### config.mk
export PLATFORM = sky130hd
export DESIGN_NAME = fifo_pair
export DESIGN_NICKNAME = d
export VERILOG_FILES = /design/src/rtl/fifo_pair_pkg.sv /design/src/rtl/fifo_pair_store.sv /design/src/rtl/fifo_pair_ctrl.sv /design/src/rtl/fifo_pair.sv
export SDC_FILE = /design/constraint.sdc
export NUM_CORES = 1
export LEC_CHECK = 0
export BUFFER_PORTS_ARGS = -buffer_cell sky130_fd_sc_hd__buf_4
export CAP_MARGIN = 20
export CORE_MARGIN = 1.5
export CORE_UTILIZATION = 40
export CTS_CLUSTER_DIAMETER = 200
export CTS_CLUSTER_SIZE = 16
export DETAILED_ROUTE_END_ITERATION = 7
export GPL_TIMING_DRIVEN = 0
export PLACE_DENSITY_LB_ADDON = 0.1
export SLEW_MARGIN = 30
export SYNTH_ARGS = -nofsm -noshare
export SYNTH_HDL_FRONTEND = slang
export SYNTH_SLANG_ARGS = --single-unit
### constraint.sdc
create_clock -name clk -period 7.65 [get_ports clk]
set_clock_uncertainty 0.2 [all_clocks]
set_input_delay 0.765 -clock clk [delete_from_list [all_inputs] [get_ports clk]]
set_output_delay 0.765 -clock clk [all_outputs]
set_load 0.01 [all_outputs]
### src/rtl/fifo_pair_pkg.sv
// Shared types for the joinable FIFO pair.
// Assumes: join_mode encoding 0/3 = split, 1 = transmit owns all, 2 = receive owns all.
package fifo_pair_pkg;
    typedef enum logic [1:0] {
        PART_SPLIT = 2'd0,
        PART_TX    = 2'd1,
        PART_RX    = 2'd2
    } part_e;
endpackage

### src/rtl/fifo_pair_store.sv
// Shared word storage with one write port and one read port per direction.
// Assumes the two write ports never address the same slot in one cycle
// (the controllers own disjoint regions).
module fifo_pair_store #(
    parameter int DW    = 32,
    parameter int DEPTH = 8,
    localparam int AW   = $clog2(DEPTH)
) (
    input  logic          clk,
    input  logic          wa_en,
    input  logic [AW-1:0] wa_addr,
    input  logic [DW-1:0] wa_data,
    input  logic          wb_en,
    input  logic [AW-1:0] wb_addr,
    input  logic [DW-1:0] wb_data,
    input  logic [AW-1:0] ra_addr,
    output logic [DW-1:0] ra_data,
    input  logic [AW-1:0] rb_addr,
    output logic [DW-1:0] rb_data
);
    logic [DW-1:0] mem [DEPTH];

    // Write accepted words into their slots.
    always_ff @(posedge clk) begin
        if (wa_en) mem[wa_addr] <= wa_data;
        if (wb_en) mem[wb_addr] <= wb_data;
    end

    // Present the addressed words combinationally.
    always_comb begin
        ra_data = mem[ra_addr];
        rb_data = mem[rb_addr];
    end
endmodule

### src/rtl/fifo_pair_ctrl.sv
// Ring controller for one direction: pointers, occupancy and sticky errors.
// Assumes base + cap <= DEPTH, and that cap changes only together with flush.
// With cap = 0 the queue reports both full and empty.
module fifo_pair_ctrl #(
    parameter int DEPTH = 8,
    localparam int AW   = $clog2(DEPTH),
    localparam int LW   = $clog2(DEPTH + 1)
) (
    input  logic          clk,
    input  logic          rst_n,
    input  logic          flush,
    input  logic [LW-1:0] cap,
    input  logic [AW-1:0] base,
    input  logic          push,
    input  logic          pop,
    input  logic          clr_over,
    input  logic          clr_under,
    output logic          wr_en,
    output logic [AW-1:0] wr_addr,
    output logic [AW-1:0] rd_addr,
    output logic [LW-1:0] level,
    output logic          full,
    output logic          empty,
    output logic          over,
    output logic          under
);
    logic [AW-1:0] wptr_q, rptr_q;
    logic [LW-1:0] cnt_q;
    logic          do_push, do_pop, over_set, under_set;

    // Decode status and which requests are accepted this cycle.
    always_comb begin
        full      = (cnt_q == cap);
        empty     = (cnt_q == '0);
        do_push   = push & ~full & ~flush;
        do_pop    = pop & ~empty & ~flush;
        over_set  = push & full & ~flush;
        under_set = pop & empty & ~flush;
        wr_en     = do_push;
        wr_addr   = base + wptr_q;
        rd_addr   = base + rptr_q;
        level     = cnt_q;
    end

    // Advance the pointers and the occupancy, or clear them on flush.
    always_ff @(posedge clk) begin
        if (!rst_n || flush) begin
            wptr_q <= '0;
            rptr_q <= '0;
            cnt_q  <= '0;
        end else begin
            if (do_push)
                wptr_q <= (LW'(wptr_q) == cap - 1'b1) ? '0 : wptr_q + 1'b1;
            if (do_pop)
                rptr_q <= (LW'(rptr_q) == cap - 1'b1) ? '0 : rptr_q + 1'b1;
            cnt_q <= cnt_q + LW'(do_push) - LW'(do_pop);
        end
    end

    // Hold the error bits; a new event wins over a clear.
    always_ff @(posedge clk) begin
        if (!rst_n) begin
            over  <= 1'b0;
            under <= 1'b0;
        end else begin
            if (over_set)       over <= 1'b1;
            else if (clr_over)  over <= 1'b0;
            if (under_set)      under <= 1'b1;
            else if (clr_under) under <= 1'b0;
        end
    end
endmodule

### src/rtl/fifo_pair.sv
// Top of the joinable FIFO pair: partition register, region decode, two ring
// controllers over one shared store. Host feeds transmit and drains receive;
// the sequencer drains transmit and feeds receive. Empty queues read as 0.
module fifo_pair
    import fifo_pair_pkg::*;
#(
    parameter int DW    = 32,
    parameter int DEPTH = 8,
    localparam int AW   = $clog2(DEPTH),
    localparam int LW   = $clog2(DEPTH + 1),
    localparam int HALF = DEPTH / 2
) (
    input  logic          clk,
    input  logic          rst_n,
    input  logic [1:0]    join_mode,
    input  logic          host_push,
    input  logic [DW-1:0] host_wdata,
    input  logic          host_pop,
    output logic [DW-1:0] host_rdata,
    input  logic          seq_pull,
    output logic [DW-1:0] seq_pull_data,
    input  logic          seq_push,
    input  logic [DW-1:0] seq_push_data,
    output logic [LW-1:0] tx_level,
    output logic [LW-1:0] rx_level,
    output logic          tx_full,
    output logic          tx_empty,
    output logic          rx_full,
    output logic          rx_empty,
    output logic [3:0]    err_flags,
    input  logic [3:0]    err_clear
);
    part_e         part_q, part_req;
    logic          flush;
    logic [LW-1:0] tx_cap, rx_cap;
    logic [AW-1:0] rx_base;
    logic          tx_wen, rx_wen;
    logic [AW-1:0] tx_waddr, tx_raddr, rx_waddr, rx_raddr;
    logic [DW-1:0] tx_head, rx_head;

    // Map the requested join setting and size both regions from the current one.
    always_comb begin
        unique case (join_mode)
            2'd1:    part_req = PART_TX;
            2'd2:    part_req = PART_RX;
            default: part_req = PART_SPLIT;
        endcase
        flush = (part_req != part_q);
        unique case (part_q)
            PART_TX: begin tx_cap = LW'(DEPTH); rx_cap = '0;          rx_base = AW'(HALF); end
            PART_RX: begin tx_cap = '0;          rx_cap = LW'(DEPTH); rx_base = '0;        end
            default: begin tx_cap = LW'(HALF);  rx_cap = LW'(HALF);  rx_base = AW'(HALF); end
        endcase
    end

    // Track the active partition.
    always_ff @(posedge clk) begin
        if (!rst_n) part_q <= PART_SPLIT;
        else        part_q <= part_req;
    end

    fifo_pair_ctrl #(.DEPTH(DEPTH)) tx_ctrl_i (
        .clk(clk), .rst_n(rst_n), .flush(flush), .cap(tx_cap), .base('0),
        .push(host_push), .pop(seq_pull),
        .clr_over(err_clear[0]), .clr_under(err_clear[1]),
        .wr_en(tx_wen), .wr_addr(tx_waddr), .rd_addr(tx_raddr),
        .level(tx_level), .full(tx_full), .empty(tx_empty),
        .over(err_flags[0]), .under(err_flags[1])
    );

    fifo_pair_ctrl #(.DEPTH(DEPTH)) rx_ctrl_i (
        .clk(clk), .rst_n(rst_n), .flush(flush), .cap(rx_cap), .base(rx_base),
        .push(seq_push), .pop(host_pop),
        .clr_over(err_clear[2]), .clr_under(err_clear[3]),
        .wr_en(rx_wen), .wr_addr(rx_waddr), .rd_addr(rx_raddr),
        .level(rx_level), .full(rx_full), .empty(rx_empty),
        .over(err_flags[2]), .under(err_flags[3])
    );

    fifo_pair_store #(.DW(DW), .DEPTH(DEPTH)) store_i (
        .clk(clk),
        .wa_en(tx_wen), .wa_addr(tx_waddr), .wa_data(host_wdata),
        .wb_en(rx_wen), .wb_addr(rx_waddr), .wb_data(seq_push_data),
        .ra_addr(tx_raddr), .ra_data(tx_head),
        .rb_addr(rx_raddr), .rb_data(rx_head)
    );

    // Empty queues read as zero.
    always_comb begin
        seq_pull_data = tx_empty ? '0 : tx_head;
        host_rdata    = rx_empty ? '0 : rx_head;
    end
endmodule

# Yosys cells after proc, flatten, opt, wreduce, memory -nomap -nowiden
# Memories as Yosys holds them, arrays and structs flattened. A register that Yosys moved wholly into a read port is not among the register bits.
# Index checks and enable logic that the tools add are counted.
# Widths: inputs -> output; s select.
[totals] register_bits=26 latchBits=0 ramBits=256 romBits=0 in_bits=76 word_cells=88 memories=1
[mem_list] memory="store_i.mem" words=8 word_bits=32 rd=2 rd_clocked_by_memory_dff=1 write_ports=2 line_no="fifo_pair_store.sv:21" text="logic [DW-1:0] mem [DEPTH];"
[op_classes] addsub=12 multipliers=0 div=0 order_cmp=0 n_eq_ne=11 n_shift=0 muxes=24 bitwise_logic=21 n_reduce_logical=8
[op_table] op="$mux 32" n=2
[op_table] op="$mux 3" n=7
[op_table] op="$and 1x1->1" n=16
[op_table] op="$eq 3x4->1" n=4
[op_table] op="$pmux 4 s2" n=2
[op_table] op="$add 3x1->3 const B" n=4
[op_table] op="$mux 1" n=12
[op_table] op="$add 4x1->4" n=2
[op_table] op="$eq 4x4->1" n=2
[op_table] op="$logic_not 4->1" n=2
[op_table] op="$reduce_bool 2->1" n=4
[op_table] op="$sub 4x1->4" n=2
[op_table] op="$sub 4x1->4 const B" n=2
[op_table] op="$add 3x3->3" n=2
[op_table] op="$not 1->1" n=5
[op_table] op="$eq 2x1->1 const B" n=2
[op_table] op="$eq 2x2->1 const B" n=2
[op_table] op="$pmux 2 s2" n=1
[op_table] op="$ne 2x2->1" n=1
[op_table] op="$logic_not 1->1" n=1
[op_table] op="$logic_or 1x1->1" n=1

# Depth between registers and ports, before layout
[depth] depth_word=8 ltp_mapped=14 depth_no_buf=12

# Modules after synthesis
# A second synthesis with hierarchy kept.
[unflattened] cells_unflattened=1094 area_unflattened_um2=17586.9
[modules_own_cells] mod="fifo_pair_store" instances=1 cells_per_inst=794 area_each_um2=15084.5 seq_area_each_um2=7687.4
[modules_own_cells] mod="fifo_pair_ctrl" instances=2 cells_per_inst=107 area_each_um2=954.7 seq_area_each_um2=240.2
[modules_own_cells] mod="fifo_pair" instances=1 cells_per_inst=86 area_each_um2=593.1 seq_area_each_um2=40.0

# Worst setup path after synthesis
# No wires, ideal clock.
[synth_timing] path_kind="input to register" start="input join_mode[0]" end="memory store_i.mem[4][0] (enable)" setup_time_ps=470 arrival_time_ps=4127 path_slack_ps=2853 path_stages=6 path_buffers=2 path_cell_list="nor4_1 a211o_2 buf_12 buf_2 nand3_1 o31ai_1"
[synth_rtl] item="start: declaration" line_no="fifo_pair.sv:15" text="input logic [1:0] join_mode,"
[synth_rtl] item="end: declaration" line_no="fifo_pair_store.sv:21"

# Worst setup path after layout
[layout_timing] start="register part_q[0]" end="output host_rdata[2]"
[layout_between] elab_chain_len=5
[layout_lines] item="start: declaration" line_no="fifo_pair.sv:33" text="part_e part_q, part_req;"
[layout_lines] item="start signal: assignment" line_no="fifo_pair.sv:59" text="else part_q <= part_req;"
[layout_lines] item="$eq 2x2->1" line_no="fifo_pair.sv:49" text="unique case (part_q)"
[layout_lines] item="$mux 3" line_no="fifo_pair.sv:49"
[layout_lines] item="$add 3x3->3" line_no="fifo_pair_ctrl.sv:41" text="rd_addr = base + rptr_q;"
[layout_lines] item="$mem_v2 8x32"
[layout_lines] item="$mux 32" line_no="fifo_pair.sv:91" text="host_rdata = rx_empty ? '0 : rx_head;"
[layout_lines] item="end: declaration" line_no="fifo_pair.sv:19" text="output logic [DW-1:0] host_rdata,"
# No other way between the ends.

==> results.toml <==
[cts]
cts_setup_buffers = 0
h-tree-depth = 1
clk_pin_slew_ns = 0.07
tritoncts = "yes"
cts_root_buffer = "clkbuf_16"
clk_latency_ns = 0.53
clkSinkCount = 285
holdBufCountCts = 0
cts_resized = 0
cts_buffers = 21
clock_path_buffers = 3

[global_routing]
antenna_found_initial = 1
grt_first_pass_wirelength_mm = 72.21
grt_max_degree = 18
grt_pass1_vias = 10770
overflow = 0
grt_use_total_pct = 22.49

[yosys]
synth.top_cell.area_share_pct = 44.00
synth_ff_type = "edfxtp_1"
ys_async_sr_fraction_pct = 0
yosysTopAreaCell = "edfxtp_1"
synth_edf_count = 256
synth_seq_cells = 285
synth_nets = 1180
ys_top_cells_by_area = "edfxtp_1, mux4_2, mux2_4"
yosysSeqAreaShare_pct = 47.32
synth.most_common_cell = "edfxtp_1"
ys_types = 42
synth_common_cells = "edfxtp_1, mux2_4, mux4_2, mux2_2, nand2_1"
syn-instance-count = 1086
postSynthAreaPerCell_um2 = 16.09
netlist_area_mm2 = 0.01747
yosysWarnings = 0

[floorplanning]
die_w_um = 212.0
pin_count = 156
die_h_um = 212.0
die_area_mm2 = 0.04494
core_mm2 = 0.04308
fp-row-count = 76
initial_utilization_pct = 40.56

[run]
maxCapViolations = 0

[sta]
fmax_mhz = 234.1
max_slew.worst_pin.slew_ns = 1.032
slew_viol_final = 0
setup_viol_count_final = 0
timing.final.crit_share_pct = 55.84
fin_setup_tns_ns = 0
min_period_ns = 4.272
finalHoldViolCount = 0
rsz0062_at_grt = "no"
max_slew_margin_pct = 31.18
hold_slack_ns = 0.2135

[cells_and_area]
multiInputGateArea_mm2 = 0.008508
fin_util_pct = 47.44
nFillCells = 3784
final-seq-area_mm2 = 0.008268
syn_to_final_growth_pct = 16.96
finalNetCount = 1376
final_cells = 1874
drive_gt1_share_pct = 51.01

[setup_path]
path_class = "flip-flop to primary output"
required_ns = 6.68
start_kind = "flip-flop"
rrSetupSlack_ns = 4.09
worstSetupEndpointType = "primary output"
crit_arrival_ns = 3.31
cp_max_fo = 10

[detailed_routing]
ant_nets = 0
wl_per_cell_um = 26.57
initialDrtViolationCount = 651
drc = 0
vias = 10210
drt-pass1-iter-count = 5
vias_per_cell = 5.448
wirelength_mm = 49.79

[pwr]
peakVddDrop_mv = 0.1313
p_leak_nw = 7.663
power_mw = 3.233
power_density_mw_per_mm2 = 158.2

[placed_design]
place_inst = 1844
post-dp-hpwl_mm = 33.84
io_buffers = 153
place_congestion = 0.7350

[min_path]
hp-class = "input port to flip-flop"

[run_status]
status = "completed"
-- cells by family after synthesis --
logic type / count (synthesis) / synth area share (%)
mux: 422 / 38.91
flops: 285 / 47.32
simple gates: 174 / 4.970
buf+inv: 106 / 4.526
compound gates: 64 / 2.041
fa+ha+maj: 18 / 1.375
xor+xnor: 17 / 0.8522
-- per-stage QoR --
step	setup WS, ns	cell area, um^2
after floorplan	2.853	17470
after global placement	-0.8927	19350
after detailed placement	3.806	19880
after CTS	3.302	20430
after global routing	3.162	20440
final	3.378	20440
-- path summary, 6_finish.rpt --
kind | start | to | cells after the start
setup reg to reg | part_q[0]$_SDFF_PN0_ | store_i.mem[7][13]$_DFFE_PP_ | 9
hold / removal | join_mode[0] | part_q[1]$_SDFF_PN0_ | 2
setup / recovery | part_q[0]$_SDFF_PN0_ | host_rdata[2] | 8
hold reg to reg | tx_ctrl_i.rptr_q[1]$_SDFFE_PP0N_ | tx_ctrl_i.rptr_q[1]$_SDFFE_PP0N_ | 2
-- sequential cells by signal, summed over array words and instances (netlist names), named ones only --
register / count
part_q: 2
rx_ctrl_i.level: 4
rx_ctrl_i.over: 1
rx_ctrl_i.rptr_q: 3
rx_ctrl_i.under: 1
rx_ctrl_i.wptr_q: 3
store_i.mem: 256
tx_ctrl_i.level: 4
tx_ctrl_i.over: 1
tx_ctrl_i.rptr_q: 3
tx_ctrl_i.under: 1
tx_ctrl_i.wptr_q: 3
-- power by group --
group          switching [mW]  total (mW)  internal [mW]
Combinational           0.204       0.436          0.233
Clock                   0.552        1.05          0.502
Sequential             0.0141        1.74           1.73
Total                   0.769        3.23           2.46
-- placed cells by master, fill, tap and decap left out, drive strengths merged --
cell    netlist  layout
edfxtp      256     256
mux2        256     256
buf          55     228
mux4        128     128
nand2        74      74
nor2         57      57
clkbuf       26      54
a21oi        40      40
mux2i        38      38
dfxtp        29      29
inv          23      23
nand3        18      18
ha           16      16
o21ai        10      10
xor2          9       9
nor2b         9       9
xnor2         8       8
a31oi         5       5
a32oi         4       4
nand3b        3       3
and3          3       3
or3b          3       3
clkinv        2       3
nand2b        2       2
o31ai         2       2
a21o          2       2
or4           2       2
fa            2       2
diode         0       1
nor4          1       1
and4bb        1       1
a211o         1       1
and3b         1       1
-- metal layers --
layer / up-vias / GRT usage, % / part of all wire [%]
li1: 4645 / - / -
met1: 5261 / 30.80 / 44
met2: 255 / 37.96 / 49
met3: 48 / 3.501 / 5.5
met4: 0 / 4.384 / 1.4
met5: - / 0 / 0
-- critical path, cell delays in order, from the launching register on --
cell	delay, ns
dfxtp_1	0.41
inv_1	0.06
ha_1	0.19
buf_4	0.17
xnor2_1	0.61
clkbuf_1	0.65
nand2_1	0.13
a21oi_1	0.35
buf_4	0.20
-- area by class of cell --
cell class / instances / share of cell area, %
tap: 585 / 3.582
clock buffer: 28 / 2.700
sequential: 285 / 40.46
clock inverter: 1 / 0.02449
multi-input combinational: 695 / 41.63
buffer: 81 / 3.435
timing repair buffer: 173 / 7.696
antenna: 1 / 0.01225
inverter: 25 / 0.4592
No activity file was read; power rests on OpenSTA's default activity.
